===== config.mk =====
export PLATFORM = sky130hd
export DESIGN_NAME = mdio_slv_top
export DESIGN_NICKNAME = d
export VERILOG_FILES = /design/src/rtl/mdio_slv_pkg.sv /design/src/rtl/mdio_slv_sync.sv /design/src/rtl/mdio_slv_regs.sv /design/src/rtl/mdio_slv_fsm.sv /design/src/rtl/mdio_slv_top.sv
export SDC_FILE = /design/constraint.sdc
export NUM_CORES = 1
export LEC_CHECK = 0
export ABC_AREA = 1
export ABC_CLOCK_PERIOD_IN_PS = 1900
export BUFFER_PORTS_ARGS = -buffer_cell sky130_fd_sc_hd__buf_2
export CAP_MARGIN = 5
export CORE_MARGIN = 10
export CORE_UTILIZATION = 42
export CTS_CLUSTER_SIZE = 30
export DETAILED_ROUTE_END_ITERATION = 8
export MAX_ROUTING_LAYER = met4
export PLACE_DENSITY = 0.59
export SYNTH_ARGS = -nofsm -noshare
export SYNTH_HDL_FRONTEND = slang
export SYNTH_SLANG_ARGS = --single-unit

===== constraint.sdc =====
create_clock -name clk -period 1.9 [get_ports clk]
set_input_delay 0.19 -clock clk [delete_from_list [all_inputs] [get_ports clk]]
set_output_delay 0.19 -clock clk [all_outputs]
set_load 0.02 [all_outputs]

===== src/rtl/mdio_slv_pkg.sv =====
package mdio_slv_pkg;

    localparam int DW      = 16;
    localparam int AW      = 5;
    localparam int NREG    = 1 << AW;
    localparam int PRE_LEN = 32;
    localparam int PCW     = $clog2(PRE_LEN + 1);
    localparam int BCW     = $clog2(DW);

    localparam logic [1:0] OP_RD = 2'b10;
    localparam logic [1:0] OP_WR = 2'b01;

    typedef enum logic [2:0] {
        ST_HUNT,
        ST_START,
        ST_OP,
        ST_PHY,
        ST_REG,
        ST_TA,
        ST_DATA
    } mdio_st_e;

    typedef struct packed {
        logic          en;
        logic [AW-1:0] addr;
        logic [DW-1:0] data;
    } mdio_wr_t;

    function automatic logic addr_impl(input logic [NREG-1:0] mask, input logic [AW-1:0] a);
        return mask[a];
    endfunction

endpackage


===== src/rtl/mdio_slv_sync.sv =====
module mdio_slv_sync (
    input  logic clk,
    input  logic rst,
    input  logic mdc_i,
    input  logic mdio_i,
    output logic rise_o,
    output logic din_o
);
    logic [2:0] mdc_q;
    logic [1:0] dat_q;

    always_ff @(posedge clk) begin
        if (rst) begin
            mdc_q <= '0;
            dat_q <= '0;
        end else begin
            mdc_q <= {mdc_q[1:0], mdc_i};
            dat_q <= {dat_q[0], mdio_i};
        end
    end

    assign rise_o = mdc_q[1] & ~mdc_q[2];
    assign din_o  = dat_q[1];
endmodule


===== src/rtl/mdio_slv_regs.sv =====
module mdio_slv_regs
    import mdio_slv_pkg::*;
#(
    parameter logic [NREG-1:0] IMPL_MASK = 32'h0000_800F,
    parameter logic [DW-1:0]   RST_VAL   = '0
) (
    input  logic          clk,
    input  logic          rst,
    input  mdio_wr_t      wr_i,
    input  logic [AW-1:0] raddr_i,
    output logic [DW-1:0] rdata_o
);
    logic [NREG*DW-1:0] flat;

    for (genvar a = 0; a < NREG; a++) begin : g_reg
        if (IMPL_MASK[a]) begin : g_impl
            logic [DW-1:0] q;
            always_ff @(posedge clk) begin
                if (rst)
                    q <= RST_VAL;
                else if (wr_i.en && wr_i.addr == AW'(a))
                    q <= wr_i.data;
            end
            assign flat[a*DW +: DW] = q;
        end else begin : g_none
            assign flat[a*DW +: DW] = '1;
        end
    end

    assign rdata_o = flat[raddr_i*DW +: DW];
endmodule


===== src/rtl/mdio_slv_fsm.sv =====
module mdio_slv_fsm
    import mdio_slv_pkg::*;
#(
    parameter logic [NREG-1:0] IMPL_MASK = 32'h0000_800F
) (
    input  logic          clk,
    input  logic          rst,
    input  logic          rise_i,
    input  logic          din_i,
    input  logic [AW-1:0] phy_addr_i,
    input  logic [DW-1:0] rdata_i,
    output logic [AW-1:0] raddr_o,
    output mdio_wr_t      wr_o,
    output logic          mdio_o,
    output logic          mdio_oe,
    output mdio_st_e      state_o,
    output logic          rd_o,
    output logic          hit_o
);
    mdio_st_e       st;
    logic [PCW-1:0] pre_cnt;
    logic [BCW-1:0] bit_cnt;
    logic [DW-1:0]  sh;
    logic [DW-1:0]  rsh;
    logic [AW-1:0]  ra;
    logic           rd;
    logic           hit;

    always_ff @(posedge clk) begin
        if (rst) begin
            st      <= ST_HUNT;
            pre_cnt <= '0;
            bit_cnt <= '0;
            sh      <= '0;
            rsh     <= '0;
            ra      <= '0;
            rd      <= 1'b0;
            hit     <= 1'b0;
            mdio_o  <= 1'b0;
            mdio_oe <= 1'b0;
            wr_o    <= '0;
        end else begin
            wr_o.en <= 1'b0;
            if (rise_i) begin
                case (st)
                    ST_HUNT: begin
                        if (din_i) begin
                            if (pre_cnt != PCW'(PRE_LEN)) pre_cnt <= pre_cnt + 1'b1;
                        end else begin
                            if (pre_cnt == PCW'(PRE_LEN)) st <= ST_START;
                            pre_cnt <= '0;
                        end
                    end
                    ST_START: begin
                        st      <= din_i ? ST_OP : ST_HUNT;
                        bit_cnt <= '0;
                    end
                    ST_OP: begin
                        sh <= {sh[DW-2:0], din_i};
                        if (bit_cnt == 0) begin
                            bit_cnt <= 1;
                        end else begin
                            bit_cnt <= '0;
                            if ({sh[0], din_i} == OP_RD) begin
                                rd <= 1'b1;
                                st <= ST_PHY;
                            end else if ({sh[0], din_i} == OP_WR) begin
                                rd <= 1'b0;
                                st <= ST_PHY;
                            end else begin
                                st <= ST_HUNT;
                            end
                        end
                    end
                    ST_PHY: begin
                        sh      <= {sh[DW-2:0], din_i};
                        bit_cnt <= bit_cnt + 1'b1;
                        if (bit_cnt == BCW'(AW-1)) begin
                            hit     <= ({sh[AW-2:0], din_i} == phy_addr_i);
                            st      <= ST_REG;
                            bit_cnt <= '0;
                        end
                    end
                    ST_REG: begin
                        sh      <= {sh[DW-2:0], din_i};
                        bit_cnt <= bit_cnt + 1'b1;
                        if (bit_cnt == BCW'(AW-1)) begin
                            ra      <= {sh[AW-2:0], din_i};
                            st      <= ST_TA;
                            bit_cnt <= '0;
                        end
                    end
                    ST_TA: begin
                        if (bit_cnt == 0) begin
                            bit_cnt <= 1;
                            rsh     <= rdata_i;
                            mdio_oe <= rd & hit;
                            mdio_o  <= 1'b0;
                        end else begin
                            bit_cnt <= '0;
                            st      <= ST_DATA;
                            mdio_o  <= rd & hit & rsh[DW-1];
                            rsh     <= {rsh[DW-2:0], 1'b0};
                        end
                    end
                    ST_DATA: begin
                        sh      <= {sh[DW-2:0], din_i};
                        bit_cnt <= bit_cnt + 1'b1;
                        if (bit_cnt == BCW'(DW-1)) begin
                            st      <= ST_HUNT;
                            pre_cnt <= '0;
                            bit_cnt <= '0;
                            mdio_oe <= 1'b0;
                            mdio_o  <= 1'b0;
                            if (!rd && hit && addr_impl(IMPL_MASK, ra)) begin
                                wr_o.en   <= 1'b1;
                                wr_o.addr <= ra;
                                wr_o.data <= {sh[DW-2:0], din_i};
                            end
                        end else begin
                            mdio_o <= rd & hit & rsh[DW-1];
                            rsh    <= {rsh[DW-2:0], 1'b0};
                        end
                    end
                    default: st <= ST_HUNT;
                endcase
            end
        end
    end

    assign raddr_o = ra;
    assign state_o = st;
    assign rd_o    = rd;
    assign hit_o   = hit;
endmodule


===== src/rtl/mdio_slv_top.sv =====
module mdio_slv_top
    import mdio_slv_pkg::*;
#(
    parameter logic [NREG-1:0] IMPL_MASK = 32'h0000_800F,
    parameter logic [DW-1:0]   RST_VAL   = '0
) (
    input  logic          clk,
    input  logic          rst,
    input  logic          mdc_i,
    input  logic          mdio_i,
    input  logic [AW-1:0] phy_addr_i,
    output logic          mdio_o,
    output logic          mdio_oe
);
    logic          mdc_rise;
    logic          din;
    logic [AW-1:0] raddr;
    logic [DW-1:0] rdata;
    mdio_wr_t      wr;
    mdio_st_e      fsm_st;
    logic          op_rd;
    logic          addr_hit;

    mdio_slv_sync u_sync (
        .clk    (clk),
        .rst    (rst),
        .mdc_i  (mdc_i),
        .mdio_i (mdio_i),
        .rise_o (mdc_rise),
        .din_o  (din)
    );

    mdio_slv_fsm #(.IMPL_MASK(IMPL_MASK)) u_fsm (
        .clk        (clk),
        .rst        (rst),
        .rise_i     (mdc_rise),
        .din_i      (din),
        .phy_addr_i (phy_addr_i),
        .rdata_i    (rdata),
        .raddr_o    (raddr),
        .wr_o       (wr),
        .mdio_o     (mdio_o),
        .mdio_oe    (mdio_oe),
        .state_o    (fsm_st),
        .rd_o       (op_rd),
        .hit_o      (addr_hit)
    );

    mdio_slv_regs #(.IMPL_MASK(IMPL_MASK), .RST_VAL(RST_VAL)) u_regs (
        .clk     (clk),
        .rst     (rst),
        .wr_i    (wr),
        .raddr_i (raddr),
        .rdata_o (rdata)
    );
endmodule


==> impl_metrics.xml <==
<?xml version="1.0" encoding="UTF-8"?>
<metrics>
  <group name="power_and_ir_drop">
    <metric name="p_int" unit="mW">5.709</metric>
    <metric name="max-vdd-ir-drop" unit="V">0.0006099</metric>
    <metric name="power.share.clock" unit="%">51.4</metric>
    <metric name="power.share.sequential" unit="%">46.7</metric>
    <metric name="p_leak" unit="nW">3.353</metric>
    <metric name="comb_power_share" unit="%">1.9</metric>
    <metric name="pwr_density_cell" unit="nW/um^2">890.2</metric>
    <metric name="sw_frac_of_total" unit="%">21.11</metric>
    <metric name="power_switching" unit="mW">1.528</metric>
  </group>
  <group name="logic_synthesis">
    <metric name="ys_warn_count" unit="">0</metric>
    <metric name="syn-num-nets" unit="">1042</metric>
    <metric name="ys_seq_area_share" unit="%">45.33</metric>
    <metric name="netlist_top_cells_area" unit="">dfxtp_1, nand2_1, a21oi_1</metric>
    <metric name="synth_top_area_cell" unit="">dfxtp_1</metric>
    <metric name="post_synth_most_frequent_cells" unit="">nand2_1, dfxtp_1, a21oi_1</metric>
    <metric name="synth_seq_cells" unit="">161</metric>
    <metric name="syn-cell-area" unit="sq um">7111</metric>
    <metric name="synthDistinctLibCells" unit="">28</metric>
    <metric name="ys_dominant_reg_cell" unit="">dfxtp_1</metric>
    <metric name="synth-async-reset-ratio" unit="%">0</metric>
    <metric name="synth_most_common_cell" unit="">nand2_1</metric>
    <metric name="synth_edf_count" unit="">0</metric>
    <metric name="postSynthCellCount" unit="">1028</metric>
    <metric name="yosys.area.top_type_share" unit="%">45.33</metric>
    <metric name="syn_avg_cell_area" unit="sq um">6.917</metric>
  </group>
  <group name="route">
    <metric name="met2_length" unit="um">8306</metric>
    <metric name="wl_per_cell" unit="um">14.69</metric>
    <metric name="wl_met3" unit="um">640</metric>
    <metric name="detailedRoute.firstPassIterationCount" unit="">4</metric>
    <metric name="routed_via_density" unit="">5.084</metric>
    <metric name="met1_length" unit="um">9280</metric>
    <metric name="drt.antenna.violating_nets" unit="">0</metric>
    <metric name="drt_drc_violations_left" unit="">0</metric>
    <metric name="num_vias" unit="">6452</metric>
    <metric name="uppermost_metal_layer_occupied_by_signal_nets" unit="">met4</metric>
    <metric name="drt_iter0_drc" unit="">484</metric>
    <metric name="routed_wirelength" unit="um">18640</metric>
  </group>
  <group name="placed_design">
    <metric name="detailedPlacementHpwl" unit="um">12150</metric>
    <metric name="portBuffers" unit="">10</metric>
    <metric name="finalWeightedCongestion" unit="">0.8342</metric>
    <metric name="dpl.cell_count" unit="">1234</metric>
  </group>
  <group name="worst_setup_path">
    <metric name="cp.arrival" unit="ns">1.99</metric>
    <metric name="timing.setup.critical_path_class" unit="">reg2reg</metric>
    <metric name="reg2regPathDepth" unit="">12</metric>
    <metric name="worst_setup_path_end_kind" unit="">flip-flop</metric>
    <metric name="worst_setup_path_start_kind" unit="">flip-flop</metric>
    <metric name="regToRegStartpoint" unit="">u_fsm.bit_cnt[0]$_SDFFE_PP0P_</metric>
    <metric name="path_max_fanout" unit="">15</metric>
    <metric name="r2r-end" unit="">u_fsm.rsh[10]$_SDFFE_PP0P_</metric>
    <metric name="data_required_time_of_the_critical_path" unit="ns">2.18</metric>
    <metric name="timing.reg2reg.setup_slack" unit="ns">0.18</metric>
  </group>
  <group name="final_layout">
    <metric name="post_layout_nonfiller_instances" unit="">1269</metric>
    <metric name="drive_gt1_share" unit="%">8.770</metric>
    <metric name="area_growth_syn_to_layout" unit="%">14.32</metric>
    <metric name="antenna_cells_inserted" unit="">0</metric>
    <metric name="final_nets" unit="">1050</metric>
    <metric name="final_core_utilization" unit="%">49.02</metric>
  </group>
  <group name="clocking">
    <metric name="numClockSinks" unit="">161</metric>
    <metric name="clock_tree_root_driver_cell" unit="">clkbuf_16</metric>
    <metric name="clkTransAtPathRegs" unit="ns">0.06</metric>
    <metric name="tritoncts.num_buffers" unit="">17</metric>
    <metric name="cts_tree" unit="">built</metric>
    <metric name="insertion_delay" unit="ns">0.43</metric>
    <metric name="clk_path_buf_depth" unit="">2</metric>
    <metric name="h_tree_depth_reported_by_cts" unit="">4</metric>
  </group>
  <group name="global_route">
    <metric name="grt_max_degree" unit="">65</metric>
    <metric name="globalRouteTotalUtil" unit="%">17.52</metric>
    <metric name="grt_pass1_vias" unit="">5991</metric>
    <metric name="antenna_found_initial" unit="">0</metric>
    <metric name="grt_pass1_wl" unit="um">30780</metric>
    <metric name="grt_overflow" unit="">0</metric>
  </group>
  <group name="sta">
    <metric name="max_freq" unit="MHz">582.5</metric>
    <metric name="min_period_over_period" unit="%">90.35</metric>
    <metric name="actual_slew_at_the_worst_max_slew_pin" unit="ns">0.7539</metric>
    <metric name="hold_viol" unit="">0</metric>
    <metric name="final_max_slew_viol_count" unit="">0</metric>
    <metric name="finalCriticalPeriod" unit="ns">1.717</metric>
    <metric name="setup_violations" unit="">0</metric>
    <metric name="final.setup_skew" unit="ns">0.008251</metric>
    <metric name="rsz0062_at_grt" unit="">false</metric>
    <metric name="final.setup.tns" unit="ns">0</metric>
    <metric name="relSlewSlack" unit="%">49.74</metric>
  </group>
  <group name="floorplanning">
    <metric name="starting_density" unit="%">42.88</metric>
    <metric name="die_x" unit="um">150.1</metric>
    <metric name="core" unit="sq um">16580</metric>
    <metric name="rows" unit="">47</metric>
    <metric name="die-height" unit="um">150.1</metric>
    <metric name="design.portCount" unit="">11</metric>
    <metric name="die-area" unit="sq um">22530</metric>
  </group>
  <group name="min_path">
    <metric name="min_delay_path_depth" unit="">4</metric>
    <metric name="hold_path.startpoint" unit="">phy_addr_i[0]</metric>
    <metric name="holdPathEnd" unit="">u_fsm.hit_o$_SDFFE_PP0P_</metric>
    <metric name="hold_class" unit="">in2reg</metric>
  </group>
  <group name="outcome">
    <metric name="outcome" unit="">completed</metric>
  </group>
  <group name="flow_run">
    <metric name="cap_viol_max_count" unit="">0</metric>
  </group>
</metrics>
power groups by stage:
stage | Sequential [mW] | Clock, mW | Combinational, mW
2_1_floorplan | 3.46 | 0 | 0.0892
3_3_place_gp | 3.46 | 0 | 0.133
3_5_place_dp | 3.46 | 0 | 0.135
4_1_cts | 3.38 | 3.77 | 0.138
5_1_grt | 3.38 | 3.93 | 0.155
6_report | 3.38 | 3.72 | 0.137
worst max path at each step:
stage / slack [ns] / start / endpoint / cells past startpoint
floorplan: 0.29 / u_fsm.bit_cnt[0]$_SDFFE_PP0P_ / u_fsm.rsh[10]$_SDFFE_PP0P_ / 12
global placement: 0.18 / u_fsm.state_o[1]$_SDFFE_PP0P_ / u_fsm.rsh[8]$_SDFFE_PP0P_ / 9
detailed placement: 0.11 / u_fsm.bit_cnt[0]$_SDFFE_PP0P_ / u_fsm.rsh[11]$_SDFFE_PP0P_ / 11
CTS: 0.08 / u_fsm.bit_cnt[1]$_SDFFE_PP0P_ / u_fsm.wr_o[8]$_SDFFE_PP0P_ / 7
global route: 0.02 / u_fsm.bit_cnt[0]$_SDFFE_PP0P_ / u_fsm.rsh[11]$_SDFFE_PP0P_ / 12
finish: 0.18 / u_fsm.bit_cnt[0]$_SDFFE_PP0P_ / u_fsm.rsh[10]$_SDFFE_PP0P_ / 12
worst max-delay path, cell delays in order (launching register included):
cell and delay (ns):
dfxtp_1 0.32, inv_1 0.09, ha_1 0.19, nand2_1 0.06, nor2_1 0.17, inv_1 0.11
nor2_4 0.10, inv_2 0.06, nor2_4 0.12, buf_12 0.14, nand2_1 0.06, nand2_1 0.07
a21oi_1 0.06
area by class of cell:
type	instances	area, sq um
Tap cell	220	275.3
Inverter	95	361.6
Timing Repair Buffer	45	342.8
Clock inverter	11	177.7
Fill cell	1697	8454
Clock buffer	21	460.4
Sequential cell	161	3223
Multi-Input combinational cell	716	3288
sequential cells by signal (all words and copies together) (netlist names), named ones only:
register and flops:
u_regs.g.g_impl.q 80, u_fsm.wr_o 22, u_fsm.rsh 16, u_fsm.sh 15
u_fsm.pre_cnt 6, u_fsm.raddr_o 5, u_fsm.bit_cnt 4, u_fsm.state_o 3
u_sync.mdc_q 3, u_sync.dat_q 2, u_fsm.hit_o 1, u_fsm.mdio_o 1
u_fsm.mdio_oe 1, u_fsm.rd_o 1
stage by stage:
stage               total power, mW  setup slack, ns  hold WS, ns  area (sq um)
finish                        7.237           0.1833       0.1167          8129
global route                  7.468          0.01620       0.1296          8129
CTS                           7.285          0.08431       0.1045          8102
detailed placement            3.593           0.1136       0.4020          7443
global placement              3.591           0.1849       0.3894          7443
floorplan                     3.547           0.2923       0.2970          7111
per-layer routing:
metal  vias to the layer above  global-route usage, %
met2                       120                  26.46
met3                        24                  3.571
met5                         -                      -
li1                       3341                      -
met4                         0                  6.074
met1                      2967                  22.89
logic make-up after synthesis:
| group | count (synthesis) | share of synthesized area, % |
|---|---|---|
| AND/OR/NAND/NOR | 463 | 27.38 |
| flip-flops | 161 | 45.33 |
| XOR/XNOR | 8 | 0.9853 |
| buffers and inverters | 151 | 8.464 |
| adder cells (fa/ha/maj) | 5 | 0.8798 |
| AO/OA/AOI/OAI | 240 | 16.96 |
cell usage in the layout, fill, tap and decap left out, drive strengths merged:
cell / n
nand2: 239
dfxtp: 161
a21oi: 130
nor2: 114
o21ai: 108
nand3: 95
inv: 95
buf: 43
clkbuf: 21
nand4: 9
ha: 5
xor2: 4
xnor2: 4
bufinv: 4
clkinv: 4
nor3: 4
clkinvlp: 3
dlygate4sd3: 2
o21a: 1
a21boi: 1
or2: 1
nor4: 1
what timing repair did:
| action | 4_1_cts | 5_1_grt |
|---|---|---|
| setup endpoints to repair | 0 | 32 |
| resized for setup | 0 | 5 |
| endpoints found under the hold margin | 2 | 0 |
| buffers inserted | 0 | 1 |
| hold buffers | 2 | 0 |
No activity file was read; power rests on OpenSTA's default activity.
